`src/rtl/pwm_share_pkg.sv`:
```
package pwm_share_pkg;
  typedef enum logic [1:0] {
    ST_OK       = 2'd0,
    ST_CONFLICT = 2'd1,
    ST_NOFREE   = 2'd2
  } status_e;

  typedef enum logic {
    S_IDLE = 1'b0,
    S_RESP = 1'b1
  } state_e;
endpackage

```
`src/rtl/pwm_tick_gen.sv`:
```
module pwm_tick_gen #(
  parameter int PRE_W = 4
) (
  input  logic             clk,
  input  logic             rst_n,
  input  logic [PRE_W-1:0] prescale,
  output logic             tick
);
  localparam int DIV_W = (1 << PRE_W) - 1;

  logic [DIV_W-1:0] div_q;
  logic [DIV_W-1:0] mask;

  always_comb begin
    for (int i = 0; i < DIV_W; i++) mask[i] = (i < int'(prescale));
  end

  always_ff @(posedge clk) begin
    if (!rst_n) div_q <= '0;
    else        div_q <= div_q + 1'b1;
  end

  assign tick = ((div_q & mask) == mask);

  // with a divide of two or more, ticks never come back to back
  a_r8_tick_spacing: assert property (@(posedge clk) disable iff (!rst_n)
    (tick && prescale != '0) |=> (!tick || prescale != $past(prescale)));
endmodule

```
`src/rtl/pwm_period_counter.sv`:
```
module pwm_period_counter #(
  parameter int CNT_W = 16
) (
  input  logic             clk,
  input  logic             rst_n,
  input  logic             step,
  input  logic             clear,
  input  logic [CNT_W-1:0] period_m1,
  output logic [CNT_W-1:0] cnt,
  output logic             wrap
);
  always_ff @(posedge clk) begin
    if (!rst_n)                        cnt <= '0;
    else if (clear)                    cnt <= '0;
    else if (step && cnt == period_m1) cnt <= '0;
    else if (step)                     cnt <= cnt + 1'b1;
  end

  assign wrap = step && (cnt == period_m1);

  // a stepping counter never runs past the shared period
  a_r6_cnt_in_range: assert property (@(posedge clk) disable iff (!rst_n)
    step |-> (cnt <= period_m1));
endmodule

```
`src/rtl/pwm_slot_alloc.sv`:
```
module pwm_slot_alloc
  import pwm_share_pkg::*;
#(
  parameter int NUM_CH = 3,
  parameter int PIN_W  = 3,
  parameter int PER_W  = 32,
  localparam int IDX_W = (NUM_CH > 1) ? $clog2(NUM_CH) : 1
) (
  input  logic [NUM_CH-1:0]            mapped,
  input  logic [NUM_CH-1:0]            active,
  input  logic [NUM_CH-1:0][PIN_W-1:0] slot_pin,
  input  logic [PER_W-1:0]             cur_period,
  input  logic [PIN_W-1:0]             req_pin,
  input  logic [PER_W-1:0]             req_period,
  input  logic                         req_static,
  output status_e                      status,
  output logic [IDX_W-1:0]             slot_idx,
  output logic                         hit
);
  logic             conflict;
  logic             free_found;
  logic [IDX_W-1:0] hit_idx;
  logic [IDX_W-1:0] free_idx;

  always_comb begin
    conflict   = 1'b0;
    hit        = 1'b0;
    hit_idx    = '0;
    free_found = 1'b0;
    free_idx   = '0;
    // another pin running at a different period blocks the request
    for (int i = 0; i < NUM_CH; i++) begin
      if (active[i] && slot_pin[i] != req_pin && req_period != cur_period)
        conflict = 1'b1;
    end
    // lowest mapped slot wins, scanned downward so the last write is lowest
    for (int i = NUM_CH - 1; i >= 0; i--) begin
      if (mapped[i] && slot_pin[i] == req_pin) begin
        hit     = 1'b1;
        hit_idx = IDX_W'(i);
      end
    end
    // highest idle slot, scanned upward so the last write is highest
    for (int i = 0; i < NUM_CH; i++) begin
      if (!active[i]) begin
        free_found = 1'b1;
        free_idx   = IDX_W'(i);
      end
    end
    if (req_static)                 status = ST_OK;
    else if (conflict)              status = ST_CONFLICT;
    else if (hit || free_found)     status = ST_OK;
    else                            status = ST_NOFREE;
    slot_idx = hit ? hit_idx : free_idx;
  end
endmodule

```
`src/rtl/pwm_shared_period.sv`:
```
module pwm_shared_period
  import pwm_share_pkg::*;
#(
  parameter int NUM_CH   = 3,
  parameter int NUM_PINS = 8,
  parameter int PER_W    = 32,
  parameter int CNT_W    = 16,
  parameter int PRE_W    = 4,
  localparam int PIN_W   = (NUM_PINS > 1) ? $clog2(NUM_PINS) : 1
) (
  input  logic                clk,
  input  logic                rst_n,
  input  logic [PRE_W-1:0]    prescale,
  input  logic                req_valid,
  output logic                req_ready,
  input  logic [PIN_W-1:0]    req_pin,
  input  logic [PER_W-1:0]    req_period,
  input  logic [PER_W-1:0]    req_pulse,
  output logic                rsp_valid,
  output logic [1:0]          rsp_status,
  output logic [NUM_PINS-1:0] pwm_out
);
  localparam int IDX_W  = (NUM_CH > 1) ? $clog2(NUM_CH) : 1;
  localparam int SH_MAX = (PER_W > CNT_W) ? PER_W - CNT_W : 0;

  state_e                      state_q;
  status_e                     status_q;
  logic [NUM_CH-1:0]           active_q, mapped_q, en_q;
  logic [NUM_CH-1:0][PIN_W-1:0] slot_pin_q;
  logic [NUM_CH-1:0][CNT_W-1:0] wcmp_q;
  logic [CNT_W-1:0]            pcmp_q;
  logic [PER_W-1:0]            cur_period_q;
  logic                        run_q, hold_q;
  logic [NUM_PINS-1:0]         pin_q;

  // smallest right shift that fits the period into the counter
  function automatic int scale_of(input logic [PER_W-1:0] p);
    int s;
    s = SH_MAX;
    for (int k = SH_MAX; k >= 0; k--)
      if (((p >> k) >> CNT_W) == '0) s = k;
    return s;
  endfunction

  int               sh;
  logic [CNT_W-1:0] p_s, w_s;
  always_comb begin
    sh  = scale_of(req_period);
    p_s = CNT_W'(req_period >> sh);
    w_s = CNT_W'(req_pulse >> sh);
  end

  logic is_static;
  assign is_static = (req_pulse == '0) || (req_pulse == req_period);

  status_e          alloc_status;
  logic [IDX_W-1:0] alloc_idx;
  logic             alloc_hit;

  pwm_slot_alloc #(.NUM_CH(NUM_CH), .PIN_W(PIN_W), .PER_W(PER_W)) u_alloc (
    .mapped     (mapped_q),
    .active     (active_q),
    .slot_pin   (slot_pin_q),
    .cur_period (cur_period_q),
    .req_pin    (req_pin),
    .req_period (req_period),
    .req_static (is_static),
    .status     (alloc_status),
    .slot_idx   (alloc_idx),
    .hit        (alloc_hit)
  );

  logic acc, ok_pwm, ok_static, others_active, do_clear;
  logic [NUM_CH-1:0] self_mask;
  assign acc           = req_valid && req_ready;
  assign ok_pwm        = acc && alloc_status == ST_OK && !is_static;
  assign ok_static     = acc && alloc_status == ST_OK && is_static;
  assign self_mask     = alloc_hit ? (NUM_CH'(1) << alloc_idx) : '0;
  assign others_active = |(active_q & ~self_mask);
  assign do_clear      = ok_pwm || (ok_static && !others_active);

  logic             tick, step, wrap;
  logic [CNT_W-1:0] cnt;

  pwm_tick_gen #(.PRE_W(PRE_W)) u_tick (
    .clk      (clk),
    .rst_n    (rst_n),
    .prescale (prescale),
    .tick     (tick)
  );

  assign step = run_q && tick && !hold_q;

  pwm_period_counter #(.CNT_W(CNT_W)) u_cnt (
    .clk       (clk),
    .rst_n     (rst_n),
    .step      (step),
    .clear     (do_clear),
    .period_m1 (pcmp_q),
    .cnt       (cnt),
    .wrap      (wrap)
  );

  logic [NUM_CH-1:0] ch_hit;
  for (genvar g = 0; g < NUM_CH; g++) begin : g_match
    assign ch_hit[g] = step && (cnt == wcmp_q[g]);
  end

  // each running slot toggles its pin on its own match and on the wrap
  logic [NUM_PINS-1:0] tog;
  always_comb begin
    tog = '0;
    for (int i = 0; i < NUM_CH; i++)
      if (active_q[i] && en_q[i] && (ch_hit[i] ^ wrap)) tog[slot_pin_q[i]] = 1'b1;
  end

  always_ff @(posedge clk) begin
    if (!rst_n) begin
      state_q      <= S_IDLE;
      status_q     <= ST_OK;
      active_q     <= '0;
      mapped_q     <= '0;
      en_q         <= '1;
      slot_pin_q   <= '0;
      wcmp_q       <= '0;
      pcmp_q       <= '0;
      cur_period_q <= '0;
      run_q        <= 1'b0;
      hold_q       <= 1'b0;
      pin_q        <= '0;
    end else begin
      pin_q <= pin_q ^ tog;
      if (state_q == S_RESP) begin
        state_q <= S_IDLE;
        en_q    <= '1;
        hold_q  <= 1'b0;
      end else if (acc) begin
        state_q  <= S_RESP;
        status_q <= alloc_status;
      end
      if (ok_static) begin
        if (alloc_hit) active_q[alloc_idx] <= 1'b0;
        pin_q[req_pin] <= (req_pulse != '0);
        if (!others_active) run_q <= 1'b0;
      end
      if (ok_pwm) begin
        // restart every running pin low so all phases line up again
        for (int i = 0; i < NUM_CH; i++)
          if (active_q[i]) pin_q[slot_pin_q[i]] <= 1'b0;
        pin_q[req_pin]        <= 1'b0;
        mapped_q[alloc_idx]   <= 1'b1;
        active_q[alloc_idx]   <= 1'b1;
        slot_pin_q[alloc_idx] <= req_pin;
        wcmp_q[alloc_idx]     <= w_s - 1'b1;
        en_q[alloc_idx]       <= 1'b0;
        pcmp_q                <= p_s - 1'b1;
        cur_period_q          <= req_period;
        run_q                 <= 1'b1;
        hold_q                <= 1'b1;
      end
    end
  end

  assign req_ready  = (state_q == S_IDLE);
  assign rsp_valid  = (state_q == S_RESP);
  assign rsp_status = status_q;
  assign pwm_out    = pin_q;

  logic [NUM_CH-1:0] pin_match;
  always_comb begin
    for (int i = 0; i < NUM_CH; i++) pin_match[i] = mapped_q[i] && slot_pin_q[i] == req_pin;
  end

  a_r1_rsp_after_accept: assert property (@(posedge clk) disable iff (!rst_n)
    (req_valid && req_ready) |=> rsp_valid);
  a_r1_rsp_single: assert property (@(posedge clk) disable iff (!rst_n)
    rsp_valid |=> !rsp_valid);
  a_r1_backpressure: assert property (@(posedge clk) disable iff (!rst_n)
    rsp_valid |-> !req_ready);
  a_r4_unique_map: assert property (@(posedge clk) disable iff (!rst_n)
    $countones(pin_match) <= 1);
  a_r5_static_ok: assert property (@(posedge clk) disable iff (!rst_n)
    (req_valid && req_ready && req_pulse == '0) |=> (rsp_status == 2'd0));
  a_r10_stop_when_idle: assert property (@(posedge clk) disable iff (!rst_n)
    !(|active_q) |-> !run_q);
  a_r9_new_slot_quiet: assert property (@(posedge clk) disable iff (!rst_n)
    (rsp_valid && hold_q) |-> !step);
endmodule

```
`config.mk`:
```
export PLATFORM = sky130hd
export DESIGN_NAME = pwm_shared_period
export DESIGN_NICKNAME = d
export VERILOG_FILES = /design/src/rtl/pwm_share_pkg.sv /design/src/rtl/pwm_tick_gen.sv /design/src/rtl/pwm_period_counter.sv /design/src/rtl/pwm_slot_alloc.sv /design/src/rtl/pwm_shared_period.sv
export SDC_FILE = /design/constraint.sdc
export NUM_CORES = 1
export LEC_CHECK = 0
export CAP_MARGIN = 0
export CORE_ASPECT_RATIO = 0.7
export CORE_MARGIN = 4
export CORE_UTILIZATION = 42
export CTS_CLUSTER_DIAMETER = 80
export DETAILED_ROUTE_END_ITERATION = 8
export DONT_BUFFER_PORTS = 1
export REMOVE_ABC_BUFFERS = 1
export SLEW_MARGIN = 20
export SYNTH_ARGS = -nofsm -noshare
export SYNTH_HDL_FRONTEND = slang
export SYNTH_SLANG_ARGS = --single-unit
```
`constraint.sdc`:
```
create_clock -name clk -period 9.4 [get_ports clk]
set_input_delay 0.47 -clock clk [delete_from_list [all_inputs] [get_ports clk]]
set_output_delay 0.47 -clock clk [all_outputs]
set_load 0.005 [all_outputs]
```
After elaboration in Yosys (flattened, before gate mapping). Cells that the tools add are included.

Add/subtract/negate cells: 4. Multipliers: 0. Div/mod/pow operators: 0. $lt $le $gt $ge: 25. Eq/ne operators: 14. Shifts and indexed selects: 3. Muxes and demuxes: 80. Bitwise operators: 24. Reduce and logical (&&, ||, !) cells: 63.

Operators with widths (count): 32-bit logical NOT (17); 8-bit 2-to-1 mux (15); 5-bit 2-to-1 mux (16); 16-bit == test (4); 32-bit by 5-bit >> shifter with 16-bit output (2); 48-bit bitwise mux (1); 8-bit AND (4); 16-bit demux with 2-bit select (1); 32-bit == test (1); 32-bit != test (1); 8-bit inverter (4); 32-bit nonzero test (1); 16-bit by 1-bit subtractor with 16-bit output, second input constant (2); 1-bit logical AND (31); 4-bit less-than comparator, first input constant (7); 3-bit 2-to-1 mux (9); 1-bit 2-to-1 mux (21); 16-bit by 1-bit adder with 16-bit output, second input constant (1); 3-bit by 4-bit less-than comparator with 1-bit output, first input constant (4); 3-bit by 4-bit less-than comparator with 1-bit output, second input constant (4); 16-bit 2-to-1 mux (1); 2-bit 2-to-1 mux (8); 8-bit bitwise OR (2); 15-bit by 1-bit adder with 15-bit output, second input constant (1); other kinds (29) (55).

Bits in registers: 158. Bits in latches: 0. Memory bits (writable): 0. Memory bits (read-only): 0. Bits of input ports: 74. Output and inout port bits: 12. Logic and storage cells: 231. Memories kept: 0.

Longest topological paths before layout. Gate-level depths: netlist of the first run.

Depth in word-level cells: 31. Depth in mapped cells: 20. Gate-level depth less buffers: 13.

Modules after synthesis. A second synthesis of the first run with hierarchy kept.

Cells, all modules: 1591. Area, all modules: 12648.4 um2.

By module, submodules not included: pwm_shared_period (times used 1, cells an instance 1320, area each 10369.9 um2, seq. area each 2542.4 um2); pwm_period_counter (times used 1, cells an instance 104, area each 909.6 um2, seq. area each 320.3 um2); pwm_tick_gen (times used 1, cells an instance 97, area each 837.1 um2, seq. area each 300.3 um2); pwm_slot_alloc (times used 1, cells an instance 70, area each 531.8 um2, seq. area each 0.0 um2).

Worst setup path before layout of the first run. Ideal clock, no wire load.

Path kind: in2reg. Start point: input port req_period[29]. End point: register wcmp_q[28] in the netlist's numbering. Library setup time: 0.120 ns. Data arrival time: 4.137 ns. Required time: 9.280 ns. Setup slack: 5.143 ns. Stages on the path: 17. Buffers on the path: 4. Cell sequence: buf_6 > or4_1 > buf_2 > or3_4 > a21o_1 > a21oi_4 > buf_6 > buf_2 > a211oi_1 > o211a_1 > nand2b_1 > a21oi_1 > ha_1 > nand4_1 > nor4b_1 > or3_1 > nand3_1.

Cells in the longest elaborated chain, start to end: 18. Elaborated cells on any way between the ends: 46. Classes of those cells: add/sub (1); eq/ne (2); shift (1); mux (20); reduce/logical (22).

RTL lines: start: declaration (line pwm_shared_period.sv:17) `input logic [PER_W-1:0] req_period,`; 32-bit logical NOT (line pwm_shared_period.sv:41) `if (((p >> k) >> CNT_W) == '0) s = k;`; 5-bit 2-to-1 mux (14 in a row) (line pwm_shared_period.sv:41); 32-bit by 5-bit >> shifter with 16-bit output (line pwm_shared_period.sv:50) `w_s = CNT_W'(req_pulse >> sh);`; 16-bit by 1-bit subtractor with 16-bit output (line pwm_shared_period.sv:154) `wcmp_q[alloc_idx] <= w_s - 1'b1;`; 48-bit bitwise mux (line pwm_shared_period.sv:154); end signal: indexed assignment (line pwm_shared_period.sv:154); end: declaration (line pwm_shared_period.sv:30) `logic [NUM_CH-1:0][CNT_W-1:0] wcmp_q;`.

Several ways; a longest one is shown, not always the timed one. A chain may end at the register's enable or synchronous reset.

Final worst setup path of the first run.
Start point: input port req_period[23]. End point: register wcmp_q[7] in the netlist's numbering.

Cells in the longest elaborated chain, start to end: 12. Elaborated cells on any way between the ends: 34. Classes of those cells: add/sub (1); eq/ne (2); shift (1); mux (14); reduce/logical (16).

RTL lines (line): 32-bit logical NOT (pwm_shared_period.sv:41); 5-bit 2-to-1 mux (8 in a row) (pwm_shared_period.sv:41); 32-bit by 5-bit >> shifter with 16-bit output (pwm_shared_period.sv:50); 16-bit by 1-bit subtractor with 16-bit output (pwm_shared_period.sv:154); 48-bit bitwise mux (pwm_shared_period.sv:154).

Several ways; a longest one is shown, not always the timed one.

==> results of run 1 <==
-- placed cells by master (no fill, tap or decap), types with 25 or more instances in the layout --
cell type	count
a211oi_1	39
nand4_1	61
a21oi_1	95
nand3_1	88
xor2_1	53
dfxtp_1	158
o211ai_1	27
xnor2_1	131
nor3_1	31
nor2_1	149
and3_1	31
nand2_1	151
nor4_1	25
mux2i_1	69
o21ai_0	100
-- cell type report --
| cell class | instances | area, um2 |
|---|---|---|
| timing repair buffer | 21 | 158 |
| clock inverter | 8 | 103 |
| tap | 412 | 515 |
| inverter | 25 | 93.8 |
| clock buffer | 24 | 512 |
| multi-input combinational | 1382 | 9030 |
| sequential | 158 | 3160 |
| fill | 3081 | 16700 |
-- cell usage after synthesis (6+ instances only) --
| master | instances | area (um2) |
|---|---|---|
| nor2_1 | 150 | 563 |
| a221oi_1 | 14 | 123 |
| and3_1 | 31 | 194 |
| o311ai_0 | 14 | 123 |
| buf_4 | 7 | 52.6 |
| a211oi_1 | 39 | 293 |
| and2_1 | 11 | 68.8 |
| buf_1 | 16 | 60.1 |
| mux2_2 | 12 | 135 |
| or2_2 | 12 | 75.1 |
| nand3_1 | 88 | 440 |
| mux2i_1 | 69 | 691 |
| o221ai_1 | 7 | 61.3 |
| a31oi_1 | 19 | 119 |
| nand2b_1 | 24 | 150 |
| xor2_1 | 53 | 464 |
| o21ai_0 | 100 | 500 |
| buf_2 | 21 | 105 |
| a32oi_1 | 10 | 87.6 |
| o211a_1 | 11 | 110 |
| nand4_1 | 61 | 382 |
| o22ai_1 | 13 | 81.3 |
| a22o_1 | 6 | 52.6 |
| nand2_1 | 151 | 567 |
| or3_1 | 18 | 113 |
| or4_1 | 7 | 52.6 |
| nor4_1 | 26 | 163 |
| nor3_1 | 31 | 155 |
| inv_1 | 24 | 90.1 |
| nor2b_1 | 11 | 68.8 |
| a21oi_1 | 95 | 475 |
| o211ai_1 | 27 | 203 |
| clkbuf_1 | 108 | 405 |
| dfxtp_1 | 158 | 3160 |
| o31ai_1 | 7 | 52.6 |
| a211o_1 | 9 | 78.8 |
| xnor2_1 | 131 | 1150 |
| buf_6 | 6 | 67.6 |
-- report_power, final --
group | switching, mW | internal (mW) | total [mW]
clock network | 0.294 | 0.434 | 0.728
logic | 0.313 | 0.201 | 0.514
registers | 0.0363 | 0.710 | 0.746
-- stage by stage --
| step | hold slack (ns) | worst slack (ns) | cell area, um2 | instances |
|---|---|---|---|---|
| floorplan | 0.416 | -1.75 | 12300 | 1565 |
| global placement | 0.435 | 4.27 | 13000 | 1998 |
| detailed placement | 0.439 | 4.26 | 13000 | 1998 |
| CTS | 0.102 | 4.67 | 13600 | 2030 |
| global route | 0.110 | 4.27 | 13600 | 2030 |
| finish | 0.142 | 4.44 | 13600 | 2030 |
-- registers in the layout (all words and copies together), names as in the netlist, 3 cells and up --
name,count
pwm_out,8
u_cnt.cnt,16
u_tick.div_q,15
wcmp_q,48
en_q,3
active_q,3
cur_period_q,32
pcmp_q,16
slot_pin_q,9
mapped_q,3
-- worst max path at each step --
| stage | endpoint | slack [ns] | depth (start not counted) |
|---|---|---|---|
| floorplan | wcmp_q[8] | -1.75 | 8 |
| global placement | wcmp_q[23] | 4.27 | 12 |
| detailed placement | wcmp_q[7] | 4.26 | 12 |
| CTS | wcmp_q[7] | 4.67 | 12 |
| global route | wcmp_q[28] | 4.27 | 14 |
| finish | wcmp_q[7] | 4.44 | 12 |
-- per-layer routing --
metal	track usage, %	part of all wire [%]
met5	0	0.034
met4	8.03	2.8
met3	10.1	13
met2	38.0	39
met1	42.3	45
-- cells by family (layout without fill, tap and decap cells) --
| group | Yosys count | count (layout) |
|---|---|---|
| AND/OR/NAND/NOR | 659 | 659 |
| AO/OA/AOI/OAI | 451 | 451 |
| XOR/XNOR | 184 | 184 |
| buffers and inverters | 184 | 78 |
| flip-flops | 158 | 158 |
| multiplexers | 84 | 84 |
| adder cells (fa/ha/maj) | 4 | 4 |
-- worst reg2reg max path: cells and delay by family, from the launching register on --
family	cells	cell delay (ns)
simple gates	6	2.81
flops	1	0.61
buf+inv	1	0.80
xor+xnor	1	0.12
compound gates	1	0.22
==> key figures, run 1 <==
Outcome
  • Status: completed

Floorplanning
  • Std-Cell Rows: 53
  • Initial core utilization: 42.9%
  • IO Pins: 86
  • Die area: 33800 um2
  • Die Wd: 218 um
  • Die Ht: 155 um
  • Area of the core: 30200 um2

Clock tree
  • Post-CTS Setup Bufs: 0
  • Total CTS buffers: 17
  • Post_cts resized: 0
  • CTS root buffer: clkbuf_16
  • Post-CTS Hold Fix Bufs: 0
  • CTS sink count: 158
  • Worst-Skew Late Latency: 0.45 ns
  • CTS Buffer Depth: 2
  • CTS tree: built
  • Number of H-tree levels: 4
  • Clock Pin Slew Worst Setup and Hold Paths: 0.06 ns

Drt
  • DR vias/cell: 6.62
  • DR DRC count: 0
  • Total Wirelength: 49.4 mm
  • Drt first pass iters: 6
  • Initial DRC count: 1916
  • Routed WL per cell: 24.4 um
  • Via count: 13400
  • Post-DRT Antenna Nets: 0

Power and ir drop
  • Final Total Pwr: 1.99 mW
  • Power per cell area: 146 nW/um2
  • Pleak: 4.64 nW
  • Max VDD drop: 0.000106 V

Setup path
  • Setup crit end kind: flip-flop
  • Cell Chain, Critical Path: or4_1 > o21ai_1 > buf_4 > nand2_1 > a2111oi_0 > a31oi_1 > a211o_1 > a211oi_1 > or4b_1 > nor3b_1 > xor2_1 > a211oi_1
  • Worst EP required: 9.67 ns
  • Delay-heaviest family, CP: simple AND/OR/NAND/NOR gates
  • R2r worst-path depth: 9
  • Reg2reg setup slack: 4.74 ns
  • WS Path Type: primary input to flip-flop
  • CP max FO: 25
  • Max incr delay on CP: 0.72 ns
  • CP Launch Point: req_period[23]
  • Buf+Inv Stages, Crit Path: 1
  • WP data arrival: 5.23 ns
  • Most used cell, CP: a211oi_1
  • CP startpoint kind: primary input
  • RR Startpoint: slot_pin_q[2]
  • Worst R2R End: wcmp_q[8]
  • CP max stage cell: nand2_1

Logic synthesis
  • #FFs+latches synth: 158
  • Synth Area in Compound Gates: 23.7%
  • Sequential element share of the synthesized area: 24.4%
  • Post-Synthesis Cells: 1724
  • Combinational family with the most area after synthesis: simple AND/OR/NAND/NOR gates
  • Syn_area_per_cell: 7.52 um2
  • Post-synthesis mux area share: 6.89%
  • Xor and xnor area share after synthesis: 12.4%
  • Area share of and/or/nand/nor cells after synthesis: 26.0%
  • Mapped Area: 13000 um2
  • Main synth FF type: dfxtp_1
  • EDFF count, synth: 0
  • Synth cell types: 95
  • Synth warnings: 0
  • Asr flop ratio synth: 0%
  • Post-Synth Adder-Cell Area: 0.386%

Global routing
  • Initial antenna violation count: 2
  • Gr ovfl total: 0
  • Total GRT Usage: 28.4%
  • First-pass GRT wire length: 75.8 mm
  • Largest net degree at the start of global routing: 94
  • Vias in the first global route: 12200

Timing
  • Slew margin rel.: 20.2%
  • Worst Tran Pin Value: 1.19 ns
  • Fmax: 0.202 GHz
  • RSZ-0062 raised after global routing: no
  • Layout Skew: 0.0144 ns
  • # setup viols final: 0
  • Minimum clock period: 4.96 ns
  • Hold Fails Final Rpt: 0
  • Fin crit share: 52.7%
  • Max-slew violation count: 0
  • Setup TNS Final: 0 ns

Placed design
  • PortBufs: 0
  • DP HPWL: 35.2 mm
  • GPL Wtd Cong: 1.03

Hold path
  • Hold path cells: 1
  • Hold wc startpoint: rst_n
  • Type of the tightest min-delay check: primary input to flip-flop
  • Hold worst-path end: en_q[2]

Finish
  • Final core utilization: 44.9%
  • Diode count: 0
  • Area Overhead vs Synth: 4.64%
  • Share of cells above drive strength 1: 7.23%
  • Nets: 1683

Run
  • Max_cap viols: 0
Power figures use the tool's default switching activity.
==> run 2: changes to the inputs <==
--- a/config.mk
+++ b/config.mk
@@ -5,6 +5,7 @@
 export SDC_FILE = /design/constraint.sdc
 export NUM_CORES = 1
 export LEC_CHECK = 0
+export ABC_AREA = 1
 export CAP_MARGIN = 0
 export CORE_ASPECT_RATIO = 0.7
 export CORE_MARGIN = 4
==> constraint.sdc (replaced) <==
create_clock -name clk -period 4.2 [get_ports clk]
set_input_delay 0.21 -clock clk [delete_from_list [all_inputs] [get_ports clk]]
set_output_delay 0.21 -clock clk [all_outputs]
set_load 0.005 [all_outputs]
==> run 2 against run 1 <==
  * Sequential share of layout area fell by 0.35 points
  * Design area rose by 1.5%
  * Register-to-register slack got worse by 4.1 ns
  * Largest cell class unchanged
  * Highest routed layer unchanged
==> key figures, run 2 <==
Outcome
  • Status: completed (unchanged)

Clock tree
  • CTS tree: built (unchanged)
  • CTS Buffer Depth: 2 (unchanged)
  • CTS root buffer: clkbuf_16 (unchanged)
  • Clock Pin Slew Worst Setup and Hold Paths: 0.07 ns (was 0.06 ns)
  • Total CTS buffers: 17 (unchanged)
  • CTS sink count: 158 (unchanged)
  • Number of H-tree levels: 4 (unchanged)
  • Worst-Skew Late Latency: 0.46 ns (was 0.45 ns)
  • Post-CTS Setup Bufs: 0 (unchanged)

Floorplanning
  • Die area: 33000 um2 (was 33800 um2)
  • Area of the core: 29300 um2 (was 30200 um2)
  • Die Wd: 216 um (was 218 um)
  • Std-Cell Rows: 52 (was 53)
  • Initial core utilization: 43.2% (was 42.9%)
  • Die Ht: 153 um (was 155 um)
  • IO Pins: 86 (unchanged)

Drt
  • Via count: 14400 (was 13400)
  • Initial DRC count: 1797 (was 1916)
  • Drt first pass iters: 6 (unchanged)
  • DR DRC count: 0 (unchanged)
  • DR vias/cell: 5.84 (was 6.62)
  • Total Wirelength: 47.4 mm (was 49.4 mm)
  • Post-DRT Antenna Nets: 0 (unchanged)
  • Routed WL per cell: 19.3 um (was 24.4 um)

Setup path
  • WS Path Type: primary input to flip-flop (unchanged)
  • CP Launch Point: req_period[26] (was req_period[23])
  • RR Startpoint: cur_period_q[29] (was slot_pin_q[2])
  • Worst EP required: 4.59 ns (was 9.67 ns)
  • CP max FO: 16 (was 25)
  • WP data arrival: 4.30 ns (was 5.23 ns)
  • Setup crit end kind: flip-flop (unchanged)
  • CP startpoint kind: primary input (unchanged)

Timing
  • Hold Fails Final Rpt: 0 (unchanged)
  • Minimum clock period: 3.92 ns
  • Fin crit share: 93.3%
  • Max-slew violation count: 0 (unchanged)
  • # setup viols final: 0 (unchanged)
  • RSZ-0062 raised after global routing: no (unchanged)
  • Fmax: 0.255 GHz
  • Final hold slack: 0.0484 ns (was 0.142 ns)
  • Layout Skew: 0.0125 ns (was 0.0144 ns)
  • Worst Tran Pin Value: 0.944 ns (was 1.19 ns)
  • Slew margin rel.: 36.5% (was 20.2%)

Placed design
  • Placed Area: 12800 um2 (was 13000 um2)
  • Cells after DPL: 2391 (was 1998)
  • PortBufs: 0 (unchanged)
  • DP HPWL: 34.0 mm (was 35.2 mm)
  • GPL Wtd Cong: 0.975 (was 1.03)

Finish
  • Area Overhead vs Synth: 8.84% (was 4.64%)
  • Nets: 2149 (was 1683)
  • Final instance area: 13800 um2 (was 13600 um2)
  • Largest regs: wcmp_q x48, cur_period_q x32 (unchanged)
  • Final Non-Filler Cells: 2462 (was 2030)
  • Reg with most FFs: wcmp_q (unchanged)
  • Share of cells above drive strength 1: 6.43% (was 7.23%)
  • Diode count: 0 (unchanged)
  • Sequential Area: 3160 um2 (unchanged)
  • Fillcell total: 3123 (was 3081)
  • Commonest non-fill, non-tap cell in the layout: nand3_1 (was dfxtp_1)
  • Most frequent cells in the layout: nand3_1 (462), nand2_1 (445), inv_1 (197), nor2_1 (158), dfxtp_1 (158) (was dfxtp_1 (158), nand2_1 (151), nor2_1 (149), xnor2_1 (131), o21ai_0 (100))
  • Max FFs per register: 48 (unchanged)
  • Area of the multi-input gates: 8120 um2 (was 9030 um2)

Global routing
  • Vias in the first global route: 13000 (was 12200)
  • Largest net degree at the start of global routing: 77 (was 94)
  • Initial antenna violation count: 1 (was 2)
  • Total GRT Usage: 28.3% (was 28.4%)
  • First-pass GRT wire length: 74.7 mm (was 75.8 mm)
  • Gr ovfl total: 0 (unchanged)

Logic synthesis
  • Largest area contributor in the netlist: dfxtp_1 (unchanged)
  • Most common cell in the netlist: nand3_1 (was dfxtp_1)
  • EDFF count, synth: 0 (unchanged)
  • Syn_area_per_cell: 5.99 um2 (was 7.52 um2)
  • Asr flop ratio synth: 0% (unchanged)
  • #FFs+latches synth: 158 (unchanged)
  • Main synth FF type: dfxtp_1 (unchanged)
  • Mapped Area: 12700 um2 (was 13000 um2)
  • Synth cell count leaders: nand3_1 (462), nand2_1 (446), inv_1 (199) (was dfxtp_1 (158), nand2_1 (151), nor2_1 (150))
  • Sequential element share of the synthesized area: 25.0% (was 24.4%)
  • Synth cell types: 54 (was 95)
  • Top post-synthesis cells by area: dfxtp_1 (25%), nand3_1 (18%), nand2_1 (13%), inv_1 (5.9%), nor2_1 (4.8%) (was dfxtp_1 (24%), xnor2_1 (8.8%), mux2i_1 (5.3%), nand2_1 (4.4%), nor2_1 (4.3%))
  • Post-Synthesis Cells: 2115 (was 1724)
  • Yosys top cell area share: 25.0% (was 24.4%)
  • Synth warnings: 0 (unchanged)

Power and ir drop
  • Pleak: 6.30 nW (was 4.64 nW)
  • Max VDD drop: 0.000268 V (was 0.000106 V)
  • Power per cell area: 350 nW/um2 (was 146 nW/um2)
  • Final Total Pwr: 4.83 mW (was 1.99 mW)

Hold path
  • Hold wc startpoint: req_period[31] (was rst_n)
  • Type of the tightest min-delay check: primary input to flip-flop (unchanged)

Run
  • Max_cap viols: 0 (unchanged)
==> run 2: path summary, 6_finish.rpt <==
path                   end  slack (ns)  depth (start not counted)
min reg2reg    mapped_q[0]        0.47                          2
max          u_cnt.cnt[14]        0.28                         14
min              pcmp_q[3]        0.05                          3
max reg2reg     wcmp_q[15]        0.63                         13
==> run 2: through the flow <==
stage	util (%)	worst slack, ns	setup TNS (ns)
3_5_place_dp	43.6	0.449	0
2_1_floorplan	-	-0.376	-6.06
3_3_place_gp	43.6	0.425	0
5_1_grt	47.1	0.167	0
6_report	47.1	0.282	0
4_1_cts	47.1	0.277	0
==> run 2: layout make-up <==
cell class | count | share of cell area [%]
Multi-Input combinational cell | 1613 | 58.9
Inverter | 219 | 5.97
Timing Repair Buffer | 62 | 4.30
Sequential cell | 158 | 23.0
Clock buffer | 18 | 3.19
Clock inverter | 14 | 1.21
Tap cell | 378 | 3.43
==> run 2: critical path, stage by stage <==
cell and delay, ns:
dlygate4sd3_1 0.58, inv_1 0.18, or2_2 0.14, nand3_1 0.07, nor4_1 0.81, nand4_1 0.31
and2_1 0.27, nand4_1 0.11, buf_4 0.21, o21ai_0 0.14, nor2_1 0.50, o21ai_2 0.37
o21bai_1 0.27, a21oi_1 0.13
==> run 2: timing repair <==
action,in CTS,in global routing
endpoints found under the hold margin,78,0
resized for setup,0,0
hold buffers,39,0
==> run 2: power breakdown <==
part / leakage [nW] / switching, mW / internal (mW)
clock network: 0.294 / 0.736 / 0.912
logic: 4.72 / 0.953 / 0.470
registers: 1.29 / 0.121 / 1.63
total: 6.30 / 1.81 / 3.02
==> run 2: cell families after synthesis <==
logic type / after synthesis / share of synthesized area (%)
xor+xnor: 100 / 6.92
fa+ha+maj: 4 / 0.395
compound gates: 267 / 11.6
flops: 158 / 25.0
simple gates: 1242 / 45.1
buf+inv: 344 / 11.0
==> run 2: layer usage <==
metal | vias to the layer above | GRT usage (%) | wire length [um]
li1 | 6958 | - | -
met1 | 6688 | 42.9 | 22400
met2 | 688 | 38.6 | 18700
met3 | 43 | 9.25 | 5720
met4 | 2 | 5.61 | 553
met5 | - | 0 | 13
==> run 3: changes to the inputs <==
--- a/config.mk
+++ b/config.mk
@@ -9,10 +9,11 @@
 export CAP_MARGIN = 0
 export CORE_ASPECT_RATIO = 0.7
 export CORE_MARGIN = 4
-export CORE_UTILIZATION = 42
+export CORE_UTILIZATION = 25
 export CTS_CLUSTER_DIAMETER = 80
 export DETAILED_ROUTE_END_ITERATION = 8
 export DONT_BUFFER_PORTS = 1
+export GPL_TIMING_DRIVEN = 0
 export REMOVE_ABC_BUFFERS = 1
 export SLEW_MARGIN = 20
 export SYNTH_ARGS = -nofsm -noshare
==> run 3 against run 2 <==
  * Power down 2.7%
  * Register-to-register slack worse by 0.21 ns
  * Sequential share of layout area shrank 0.55 points
  * First-iteration DRC count fell by 8.3%
  * Global-route usage decreased by 12 points
  * Clock skew fell by 0.0031 ns
  * Non-clock buffer count shrank 20
  * Clock power fell by 4%
  * Clock-buffer cell count grew 2
  * Largest cell class unchanged
  * Largest power group unchanged
  * Highest routed layer is now met4
==> key figures, run 3 (synthesized netlist as in run 2, its figures left out) <==
Clock tree
  • Clock Pin Slew Worst Setup and Hold Paths: 0.07 ns (about the same)
  • CTS root buffer: clkbuf_16 (unchanged)
  • CTS Buffer Depth: 2 (unchanged)
  • Number of H-tree levels: 4 (unchanged)
  • Total CTS buffers: 17 (unchanged)
  • Worst-Skew Late Latency: 0.45 ns (was 0.46 ns)
  • CTS sink count: 158 (unchanged)
  • CTS tree: built (unchanged)

Outcome
  • Status: completed (unchanged)

Hold path
  • Type of the tightest min-delay check: primary input to flip-flop (unchanged)
  • Hold wc startpoint: req_period[18] (was req_period[31])
  • Hold path cells: 2 (was 3)

Placed design
  • Pre-CTS worst setup slack: -0.601 ns (was 0.449 ns)
  • PortBufs: 0 (unchanged)
  • GPL Wtd Cong: 0.918 (was 0.975)
  • DP HPWL: 32.0 mm (was 34.0 mm)

Global routing
  • Gr ovfl total: 0 (unchanged)
  • First-pass GRT wire length: 72.1 mm (was 74.7 mm)
  • Total GRT Usage: 16.3% (was 28.3%)
  • Vias in the first global route: 12500 (was 13000)
  • Largest net degree at the start of global routing: 68 (was 77)
  • Initial antenna violation count: 0 (was 1)

Finish
  • Largest regs: wcmp_q x48, cur_period_q x32 (unchanged)
  • Commonest non-fill, non-tap cell in the layout: nand3_1 (unchanged)
  • Max FFs per register: 48 (unchanged)
  • Share of cells above drive strength 1: 5.95% (was 6.43%)
  • Area Overhead vs Synth: 11.5% (was 8.84%)
  • Most frequent cells in the layout: nand3_1 (462), nand2_1 (445), inv_1 (195), nor2_1 (158), dfxtp_1 (158) (was nand3_1 (462), nand2_1 (445), inv_1 (197), nor2_1 (158), dfxtp_1 (158))
  • Fillcell total: 5582 (was 3123)
  • Reg with most FFs: wcmp_q (unchanged)
  • Nets: 2131 (was 2149)
  • Diode count: 0 (unchanged)

Floorplanning
  • Die area: 54400 um2 (was 33000 um2)
  • Initial core utilization: 25.5% (was 43.2%)
  • IO Pins: 86 (unchanged)
  • Die Wd: 277 um (was 216 um)
  • Std-Cell Rows: 68 (was 52)
  • Die Ht: 196 um (was 153 um)
  • Area of the core: 49700 um2 (was 29300 um2)

Timing
  • Fmax: 0.257 GHz (was 0.255 GHz)
  • RSZ-0062 raised after global routing: no (unchanged)
  • Final hold slack: 0.0185 ns (was 0.0484 ns)
  • Worst setup margin: 0.306 ns (was 0.282 ns)
  • Minimum clock period: 3.89 ns (was 3.92 ns)
  • Hold Fails Final Rpt: 0 (unchanged)
  • Fin crit share: 92.7% (was 93.3%)
  • Max-slew violation count: 0 (unchanged)
  • Worst Tran Pin Value: 1.13 ns (was 0.944 ns)
  • Slew margin rel.: 24.3% (was 36.5%)
  • Setup TNS Final: 0 ns (unchanged)
  • # setup viols final: 0 (unchanged)
  • Layout Skew: 0.00937 ns (was 0.0125 ns)

Power and ir drop
  • P_sw: 1.73 mW (was 1.81 mW)
  • Power per cell area: 333 nW/um2 (was 350 nW/um2)
  • Sw Share: 36.8% (was 37.5%)
  • Max VDD drop: 0.000271 V (was 0.000268 V)
  • Internal Power: 2.97 mW (was 3.02 mW)
  • Pleak: 6.24 nW (was 6.30 nW)
  • Flop pwr share: 37.2% (was 36.4%)
  • Clock group share of total power: 33.8% (was 34.1%)
  • Combinational share of power: 29.0% (was 29.5%)

Drt
  • Via count: 14100 (was 14400)
  • Total Wirelength: 45.5 mm (was 47.4 mm)
  • DR vias/cell: 5.16 (was 5.84)
  • Routed WL per cell: 16.7 um (was 19.3 um)
  • DR DRC count: 0 (unchanged)
  • Drt first pass iters: 6 (unchanged)
  • Post-DRT Antenna Nets: 0 (unchanged)
  • Initial DRC count: 1647 (was 1797)

Setup path
  • CP startpoint kind: primary input (unchanged)
  • R2r worst-path depth: 13 (unchanged)
  • WS Path Type: primary input to flip-flop (unchanged)
  • Reg2reg setup slack: 0.42 ns (was 0.63 ns)
  • CP max FO: 65 (was 16)
  • Worst R2R End: wcmp_q[15] (unchanged)
  • CP Launch Point: req_period[17] (was req_period[26])
  • Setup crit end kind: flip-flop (unchanged)
  • WP data arrival: 4.22 ns (was 4.30 ns)
  • Worst EP required: 4.52 ns (was 4.59 ns)
  • RR Startpoint: cur_period_q[20] (was cur_period_q[29])
  • Setup crit end: wcmp_q[0] (was u_cnt.cnt[14])

Run
  • Max_cap viols: 0 (unchanged)
[run 3: how the worst min path moves through the flow]
| stage | end | slack [ns] |
|---|---|---|
| 2_1_floorplan | en_q[0] | 0.28 |
| 3_3_place_gp | en_q[0] | 0.29 |
| 3_5_place_dp | en_q[0] | 0.30 |
| 4_1_cts | cur_period_q[18] | 0.003 |
| 5_1_grt | cur_period_q[18] | 0.03 |
| 6_report | cur_period_q[18] | 0.02 |
[run 3: final cells by class]
type	count	area (um2)	area share, %
clock buffers	20	457	3.23
clock inverters	12	125	0.886
inverters	219	842	5.96
multi-input cells	1614	8180	57.9
flip-flops and latches	158	3160	22.4
well taps	665	832	5.89
repair buffers	42	514	3.64
repair inverters	1	5.00	0.0354
[run 3: stage by stage]
step | instances | cell area [um2] | util [%] | power, mW
finish | 2731 | 14100 | 28.4 | 4.70
global route | 2731 | 14100 | 28.4 | 4.99
CTS | 2729 | 14100 | 28.3 | 4.71
detailed placement | 2663 | 13100 | 26.4 | 3.07
global placement | 2655 | 12900 | 26.0 | 3.05
floorplan | 1990 | 12100 | - | 2.72
[run 3: critical path, stage by stage]
cell and delay (ns):
dlygate4sd3_1 0.52, inv_1 0.08, nand2_1 0.07, nand4_1 0.10, nor4_1 0.43, nand4_1 0.43, and2_1 0.32, nand4_1 0.28
buf_6 0.22, inv_6 0.15, nand2_2 0.43, clkinvlp_2 0.58, o21ai_0 0.31, a21oi_1 0.06
[run 3: power by group through the flow]
stage / logic [mW] / registers [mW] / clock network (mW)
after floorplan: 0.975 / 1.74 / 0
after global placement: 1.27 / 1.78 / 0
after detailed placement: 1.29 / 1.78 / 0
after CTS: 1.34 / 1.74 / 1.63
after global routing: 1.54 / 1.76 / 1.69
final: 1.36 / 1.75 / 1.59
[run 3: routing by layer]
| metal | wire length [um] | up-vias | global-route usage (%) |
|---|---|---|---|
| met4 | 872 | 0 | 4.15 |
| met1 | 21700 | 6479 | 24.0 |
| li1 | - | 6941 | - |
| met5 | 0 | - | 0 |
| met3 | 4510 | 53 | 3.76 |
| met2 | 18500 | 621 | 23.7 |
[run 3: what timing repair did]
| item | in CTS | in global routing |
|---|---|---|
| hold buffers | 34 | 0 |
| gates resized for setup | 2 | 7 |
| cloned | 0 | 2 |
| buffers inserted | 0 | 0 |
| setup endpoints to repair | 25 | 37 |
| pin swaps | 0 | 1 |
| hold endpoints to repair | 84 | 0 |
